===== config.mk =====
export PLATFORM = sky130hd
export DESIGN_NAME = inval_snoop_filter
export DESIGN_NICKNAME = d
export VERILOG_FILES = /design/src/rtl/inval_snoop_filter.sv
export SDC_FILE = /design/constraint.sdc
export NUM_CORES = 1
export LEC_CHECK = 0
export ABC_AREA = 1
export BUFFER_PORTS_ARGS = -buffer_cell sky130_fd_sc_hd__buf_2
export CORE_ASPECT_RATIO = 0.9
export CORE_MARGIN = 3
export CORE_UTILIZATION = 40
export CTS_CLUSTER_DIAMETER = 200
export DETAILED_ROUTE_END_ITERATION = 7
export PLACE_DENSITY = 0.73
export SLEW_MARGIN = 5
export SYNTH_ARGS = -nofsm -noshare
export SYNTH_HDL_FRONTEND = slang
export SYNTH_SLANG_ARGS = --single-unit
export TNS_END_PERCENT = 5

===== constraint.sdc =====
create_clock -name clk -period 1.24 [get_ports clk]
set_input_delay 0.062 -clock clk [delete_from_list [all_inputs] [get_ports clk]]
set_output_delay 0.062 -clock clk [all_outputs]
set_load 0.02 [all_outputs]

===== src/rtl/inval_snoop_filter.sv =====
module inval_snoop_filter #(
  parameter int PID_W = 8
) (
  input  logic             clk,
  input  logic             rst_n,
  input  logic             snp_valid,
  input  logic [PID_W-1:0] snp_pid,
  output logic             snp_ready,
  input  logic             cache_only,
  input  logic             rej_en,
  input  logic [PID_W-1:0] local_pid,
  output logic             inv_req,
  output logic [PID_W-1:0] inv_pid,
  output logic             inv_tlb,
  input  logic             inv_done,
  output logic             rej_pulse,
  output logic             cmp_pulse
);

  typedef enum logic [1:0] {S_IDLE, S_REJ, S_WAIT, S_CMP} state_t;

  state_t state, state_nx;
  logic   take;
  logic   foreign;
  logic   refuse;

  assign take    = snp_valid && snp_ready;
  assign foreign = snp_pid != local_pid;
  assign refuse  = foreign && (cache_only || rej_en);

  always_comb begin
    state_nx = state;
    case (state)
      S_IDLE:  if (take) state_nx = refuse ? S_REJ : S_WAIT;
      S_REJ:   state_nx = S_IDLE;
      S_WAIT:  if (inv_done) state_nx = S_CMP;
      S_CMP:   state_nx = S_IDLE;
      default: state_nx = S_IDLE;
    endcase
  end

  always_ff @(posedge clk) begin
    if (!rst_n) begin
      state   <= S_IDLE;
      inv_pid <= '0;
      inv_tlb <= 1'b0;
    end else begin
      state <= state_nx;
      if (take && !refuse) begin
        inv_pid <= snp_pid;
        inv_tlb <= !cache_only;
      end
    end
  end

  assign snp_ready = state == S_IDLE;
  assign inv_req   = state == S_WAIT;
  assign rej_pulse = state == S_REJ;
  assign cmp_pulse = state == S_CMP;

endmodule



Word-level counts from Yosys, hierarchy flattened
Cells that the tools add are included.
{ "op_classes": {"eq_ne": 6, "mux": 4, "n_reduce_logical": 9} }
{ "op_table": {"columns": ["op", "count"], "rows": [
  ["$ne A8 B8 Y1", 1],
  ["$mux W2", 3],
  ["$pmux W2 S3", 1],
  ["$eq A2 B2 Y1 const B", 2],
  ["$ne A2 B1 Y1 const B", 2],
  ["$logic_and A1 B1 Y1", 3],
  ["$eq A2 B1 Y1 const B", 1],
  ["$logic_not A1 Y1", 2],
  ["$logic_not A2 Y1", 1],
  ["$reduce_and A2 Y1", 1],
  ["$reduce_or A2 Y1", 1],
  ["$logic_or A1 B1 Y1", 1]
]} }
{ "word_totals": {"reg_bits": 11, "input_bits": 22, "out_inout_bits": 13} }

Logic depth before layout (Yosys ltp)
Gate-level depths: netlist (run 1).
{ "depth": {"depth_word": 5, "depth_mapped": 11, "ltp_nobuf": 10} }

Least setup slack after synthesis (run 1)
OpenSTA, ideal clock, no wires.
{ "synth_timing": {"path_kind": "register to register", "start": "register state[1]", "end": "register state[0]", "t_arrival_ps": 1025, "stages_incl_launch_ff": 6, "period_less_slack_ps": 1166, "slack_ps": 74, "path_cell_list": "dfxtp_1 -> nor2_1 -> nand2_1 -> nand2_1 -> nor2_1 -> a21boi_0"} }
{ "synth_via": {"elab_chain_cells": 4, "elab_cells_between_ends": 10} }
{ "synth_rtl": {"columns": ["element", "line", "source"], "rows": [
  ["from (decl)", "22", "state_t state, state_nx;"],
  ["from (signal assigned)", "48", "state <= state_nx;"],
  ["$logic_not A2 Y1 (*)", "56", "assign snp_ready = state == S_IDLE;"],
  ["named net snp_ready", "8", "output logic snp_ready,"],
  ["$logic_and A1 B1 Y1", "27", "assign take = snp_valid && snp_ready;"],
  ["$ne A2 B1 Y1 (no source line)", null, null],
  ["$reduce_and A2 Y1 (no source line)", null, null]
]} }
Mark *: on every way through the listed nets, which the timed path passes. The rest lies on a longest branch.
A chain may end at the register's enable or synchronous reset.

Final worst setup path (run 1)
{ "layout_timing": {"start": "register state[1]", "end": "output port inv_req"} }
{ "layout_via": {"elab_chain_cells": 1} }
{ "layout_rtl": {"columns": ["element", "line", "source"], "rows": [
  ["$eq A2 B2 Y1", "57", "assign inv_req = state == S_WAIT;"],
  ["to (decl)", "12", "output logic inv_req,"]
]} }
No other way between the ends.

==> results by group, run 1 <==
Outcome
  • Status: complete, no violations

Timing
  • Worst Tran Pin Value: 0.238 ns
  • Final critical-path required period: 1.10 ns
  • Post-route setup slack: 0.136 ns
  • Fin crit share: 0.891
  • RSZ-0062 raised after global routing: false
  • Max Freq: 0.906 GHz
  • Final Hold Fails: 0
  • Slew Viols, Final: 0
  • Endpoints failing setup: 0
  • Final setup TNS: 0 ns
  • Clk_skew: 0.00522 ns
  • Rel. slew slack: 0.841

Routing
  • DR WL/cell: 8.64 um
  • TritonRoute pass-1 iters: 3
  • Initial DRC count: 5
  • Met3 WL post-DR: 105 um
  • Top layer in use: met3
  • Via count: 733
  • Met2 wire length: 724 um
  • WL met1: 606 um
  • # DRC: 0
  • Final Routed Wirelength: 1440 um
  • Antenna viol nets, final: 0
  • Vias per Instance: 4.42

Critical path
  • Critical R2R Launch: state[1]$_SDFFE_PN0P_
  • Crit Path Max Fanout: 6
  • Critical Path, Cell by Cell: inv_1 > nor2_1 > buf_2
  • Setup Crit Path Kind: flip-flop to output port
  • Crit path largest cell delay: 0.45 ns
  • Worst path depth: 3
  • CP max-delay cell: dfxtp_1
  • Worst Setup End Kind: output port
  • Worst EP arrival: 1.04 ns
  • RR Endpoint: inv_pid[0]$_SDFFE_PN0P_
  • CP top delay family: flip-flops
  • R2R Setup Slk: 0.17 ns
  • CP required: 1.18 ns
  • R2r worst-path depth: 5
  • Worst Path Buf+Inv: 2
  • Critical path launch point type: flip-flop

Global route
  • Total GRT Usage: 0.145
  • Largest net degree at the start of global routing: 19
  • First-pass GRT wire length: 2460 um
  • Initial antenna violation count: 0
  • Vias in the first global route: 624
  • Grt ovf: 0

Synthesis
  • Flops & latches, synth: 11
  • Seq/Total Area, Yosys: 0.337
  • Post-synthesis cell area: 654 sq um
  • Mapped Cells: 107
  • Syn Nets: 129
  • Avg Inst Size Synth: 6.12 sq um
  • Count of cell types in the netlist: 14
  • Yosys Warn Count: 0

Clocking
  • Sink Count: 11
  • Post-CTS Setup Inserts: 0
  • CTS clk-pin slew, worst paths: 0.07 ns
  • CTS buffer count: 3
  • CTS tree: built
  • CTS Buffer Depth: 2
  • Root Buffer: clkbuf_4
  • Clk_lat worst skew: 0.26 ns
  • Post-CTS Resized: 0
  • CTS H-tree lvls: 1
  • Hold buffers post-CTS: 0

Floorplanning
  • Initial Utilization: 0.437
  • Row cnt: 13
  • Core area: 1500 sq um
  • Die X: 48.6 um
  • DIE AREA: 2160 sq um
  • Top Ports: 35
  • Die Ht: 44.4 um

Placement
  • Cells after DPL: 162
  • Placed cell areas: 857 sq um
  • Detailed placement HPWL: 1230 um
  • Setup slack after placement: 0.124 ns
  • Final GP Congestion: 0.738
  • PortBufs: 34

Cells and area
  • Layout net count: 167
  • Design area: 883 sq um
  • Commonest non-fill, non-tap cell in the layout: buf_2
  • P&R area growth vs syn: 35.0%
  • Ant diodes: 0
  • Share of layout cells above drive strength 1: 0.292
  • Final Non-Filler Cells: 166
  • Final core area utilization: 0.590
  • Most frequent cells in the layout: buf_2, nand2_1, inv_1

Flow run
  • Max Cap Viol: 0

Power and ir drop
  • Lkg Pwr: 0.519 nW
  • PwrDens: 986 nW/um^2
  • Switching share of power: 0.305
  • Comb pwr share: 0.284
  • VDD IR max: 549 uV
  • Reg power frac: 0.450
  • Cell-internal power: 0.000606 W
  • Clock power frac: 0.267
  • Sw Pwr: 0.000265 W

Worst hold path
  • Worst min path class: input pin to flip-flop
  • Hold Crit Start: cache_only
  • Worst Hold Endpoint: inv_tlb$_SDFFE_PN0P_
  • Min-Delay Path Depth: 4
## cells in the mapped netlist, drive strengths merged
cell    number  area (sq um)
dfxtp       11           220
inv         17          63.8
nor3         1          16.3
nand2       33           124
buf          4          30.0
nand3        9          45.0
a21oi        9          45.0
a21boi       1          7.51
or2          1          6.26
nor2        16          60.1
o21ai        2          10.0
xnor2        3          26.3
## worst max path at each step
stage | slack [ns] | startpoint | to
2_1_floorplan | 0.07 | state[1]$_SDFFE_PN0P_ | state[0]$_SDFFE_PN0P_
3_3_place_gp | 0.16 | snp_pid[3] | inv_pid[6]$_SDFFE_PN0P_
3_5_place_dp | 0.12 | snp_pid[3] | inv_pid[0]$_SDFFE_PN0P_
4_1_cts | 0.12 | state[1]$_SDFFE_PN0P_ | inv_req
5_1_grt | 0.03 | state[1]$_SDFFE_PN0P_ | inv_req
6_report | 0.14 | state[1]$_SDFFE_PN0P_ | inv_req
## sequential cells by signal, indices dropped and copies added (netlist names)
signal,cells
inv_pid,8
state,2
inv_tlb,1
## power groups by stage
stage	Combinational [W]	Sequential (W)	Clock, W
after floorplan	0.000138	0.000419	0
after global placement	0.000244	0.000399	0
after detailed placement	0.000249	0.000400	0
after CTS	0.000250	0.000392	0.000244
after global routing	0.000279	0.000395	0.000261
final	0.000247	0.000392	0.000233
## worst min-delay path, cell delays in order
cell and delay [ns]:
buf_2 0.09, nand3_1 0.07, nand2_1 0.06, nor2_1 0.03
## kinds of logic (layout without fill, tap and decap cells)
| kind of cell | Yosys count | after routing | share of synthesized area |
|---|---|---|---|
| AOI/OAI and AO/OA | 12 | 12 | 0.0956 |
| DFF | 11 | 11 | 0.337 |
| buffers and inverters | 21 | 58 | 0.143 |
| xor gates and xnor gates | 3 | 3 | 0.0402 |
| and+or+nand+nor | 60 | 60 | 0.384 |
## stage by stage
step / hold slack [ns] / power [W]
CTS: 0.0835 / 0.000886
detailed placement: 0.364 / 0.000649
floorplan: 0.245 / 0.000556
global route: 0.110 / 0.000934
finish: 0.0926 / 0.000871
global placement: 0.363 / 0.000643
## final cells by class
type	count	area [sq um]
Tap cell	22	27.5
Multi-Input combinational cell	75	340
Inverter	17	63.8
Sequential cell	11	220
Timing Repair Buffer	37	205
Clock buffer	4	26.3
Fill cell	176	613
## per-layer routing
metal,global-route usage,vias to the layer above
li1,-,398
met3,0.0505,0
met1,0.160,310
met2,0.271,25
met5,0,-
met4,0.0341,0
No activity file was read; power rests on OpenSTA's default activity.
==> run 2: changes to the inputs <==
--- a/config.mk
+++ b/config.mk
@@ -7,12 +7,16 @@
 export LEC_CHECK = 0
 export ABC_AREA = 1
 export BUFFER_PORTS_ARGS = -buffer_cell sky130_fd_sc_hd__buf_2
+export CELL_PAD_IN_SITES_DETAIL_PLACEMENT = 1
+export CELL_PAD_IN_SITES_GLOBAL_PLACEMENT = 1
 export CORE_ASPECT_RATIO = 0.9
 export CORE_MARGIN = 3
-export CORE_UTILIZATION = 40
+export CORE_UTILIZATION = 27
 export CTS_CLUSTER_DIAMETER = 200
 export DETAILED_ROUTE_END_ITERATION = 7
-export PLACE_DENSITY = 0.73
+export HOLD_SLACK_MARGIN = 0.06
+export PLACE_DENSITY_LB_ADDON = 0.1
+export RECOVER_POWER = 25
 export SLEW_MARGIN = 5
 export SYNTH_ARGS = -nofsm -noshare
 export SYNTH_HDL_FRONTEND = slang
==> run 2 against run 1 <==
Worst setup slack got worse by 0.030 ns; critical path depth is the same; sequential cell count did not move; total power rose by 3.0%; count of clock-buffer cells in the layout is the same; non-clock buffer count grew 2; critical path type unchanged.
==> results by group, run 2 (synthesized netlist as in run 1, its figures left out) <==
Critical path
  • CP required: 1.18 ns
  • Crit Path Max Fanout: 6
  • CP startpoint: state[1]$_SDFFE_PN0P_
  • Worst EP arrival: 1.07 ns
  • Worst Setup End Kind: output port
  • Critical path launch point type: flip-flop
  • Critical Path, Cell by Cell: inv_1 > nor2_1 > buf_2
  • CP max-delay cell: dfxtp_1
  • Critical R2R Launch: state[1]$_SDFFE_PN0P_
  • Setup Crit Path Kind: flip-flop to output port
  • Crit path largest cell delay: 0.45 ns

Timing
  • Worst Tran Pin Value: 0.260 ns
  • Final setup TNS: 0 ns
  • Max Freq: 0.882 GHz
  • RSZ-0062 raised after global routing: false
  • Rel. slew slack: 0.827
  • Final critical-path required period: 1.13 ns
  • Clk_skew: 0.00530 ns
  • Slew Viols, Final: 0
  • Hold_ws: 0.0977 ns
  • Fin crit share: 0.915
  • Endpoints failing setup: 0
  • Final Hold Fails: 0

Power and ir drop
  • PwrDens: 1010 nW/um^2
  • VDD IR max: 439 uV
  • Lkg Pwr: 0.499 nW

Cells and area
  • P&R area growth vs syn: 35.8%
  • FF+latch area: 221 sq um
  • Fill cells: 320
  • Ant diodes: 0
  • Most frequent cells in the layout: nand2_1, buf_2, inv_1
  • Layout net count: 169
  • Biggest register: inv_pid
  • Largest registers: inv_pid (8), state (2), inv_tlb (1)
  • Commonest non-fill, non-tap cell in the layout: nand2_1
  • Max reg flops: 8
  • Multi-input gate area: 340 sq um
  • Share of layout cells above drive strength 1: 0.260

Placement
  • Detailed placement HPWL: 1470 um
  • Final GP Congestion: 0.666
  • PortBufs: 34

Floorplanning
  • DIE AREA: 3050 sq um
  • Initial Utilization: 0.292
  • Core area: 2240 sq um
  • Top Ports: 35
  • Die X: 57.9 um
  • Die Ht: 52.7 um
  • Row cnt: 16

Clocking
  • CTS clk-pin slew, worst paths: 0.08 ns
  • Post-CTS Setup Inserts: 0
  • Sink Count: 11
  • Clk_lat worst skew: 0.27 ns
  • Root Buffer: clkbuf_4
  • CTS H-tree lvls: 1
  • CTS tree: built
  • CTS buffer count: 3
  • CTS Buffer Depth: 2

Flow run
  • Max Cap Viol: 0

Global route
  • Total GRT Usage: 0.128
  • Vias in the first global route: 728
  • Largest net degree at the start of global routing: 13
  • First-pass GRT wire length: 2970 um
  • Initial antenna violation count: 0
  • Grt ovf: 0

Routing
  • TritonRoute pass-1 iters: 4
  • Antenna viol nets, final: 0
  • Initial DRC count: 12
  • DR WL/cell: 10.4 um
  • Vias per Instance: 4.39
  • # DRC: 0
  • Via count: 760
  • Final Routed Wirelength: 1810 um

Outcome
  • Status: complete, no violations

Worst hold path
  • Worst min path class: input pin to flip-flop
  • Hold Crit Start: rst_n
==> run 2: changes by cell type in the layout (fill, tap and decap cells not counted), sizes merged <==
cell,previous run,this run
buf,37,32
clkbuf,4,10
dlygate4sd3,0,1
==> run 2: final cells by class <==
type | instances | share of cell area
clock buffers | 4 | 0.0296
inverters | 17 | 0.0718
multi-input cells | 75 | 0.383
flip-flops and latches | 11 | 0.249
well taps | 27 | 0.0380
repair buffers | 39 | 0.228
==> run 2: routing by layer <==
layer	global-route usage	vias to the layer above	routed length (um)
met1	0.146	341	779
met3	0.0443	0	116
met4	0.0232	0	0
li1	-	400	-
met5	0	-	0
met2	0.231	19	910
==> run 2: final timing paths <==
path	endpoint	slack (ns)	cells past startpoint
setup / recovery	inv_req	0.11	3
hold / removal	inv_tlb$_SDFFE_PN0P_	0.1	3
hold reg to reg	inv_pid[4]$_SDFFE_PN0P_	0.49	2
setup reg to reg	inv_pid[7]$_SDFFE_PN0P_	0.14	5
==> run 2: worst max-delay path: cells and delay by family, from the launching register on <==
kind                   cells  cell delay [ns]
AND/OR/NAND/NOR            1             0.08
flip-flops                 1             0.45
buffers and inverters      2             0.26
==> run 2: through the flow <==
stage	std cells	util	power (W)	cell area, sq um	setup slack (ns)
CTS	173	0.399	0.000914	895	0.0628
finish	173	0.396	0.000898	888	0.106
detailed placement	168	0.383	0.000651	858	0.0688
global placement	168	0.383	0.000642	858	0.0695
floorplan	107	-	0.000556	654	0.0738
global route	173	0.396	0.000967	888	0.0188
==> run 2: timing repair <==
| item | 4_1_cts | 5_1_grt |
|---|---|---|
| hold endpoints to repair | 1 | 0 |
| gates resized for setup | 0 | 1 |
| setup endpoints to repair | 0 | 1 |
| hold buffers | 1 | 0 |
==> run 2: where the power goes <==
| group | switching, W | total [W] | leakage, nW | internal, W |
|---|---|---|---|---|
| logic | 0.000145 | 0.000247 | 0.394 | 0.000102 |
| registers | 0.0000176 | 0.000393 | 0.0902 | 0.000375 |
| clock network | 0.000133 | 0.000258 | 0.0150 | 0.000125 |
| total | 0.000296 | 0.000898 | 0.499 | 0.000602 |
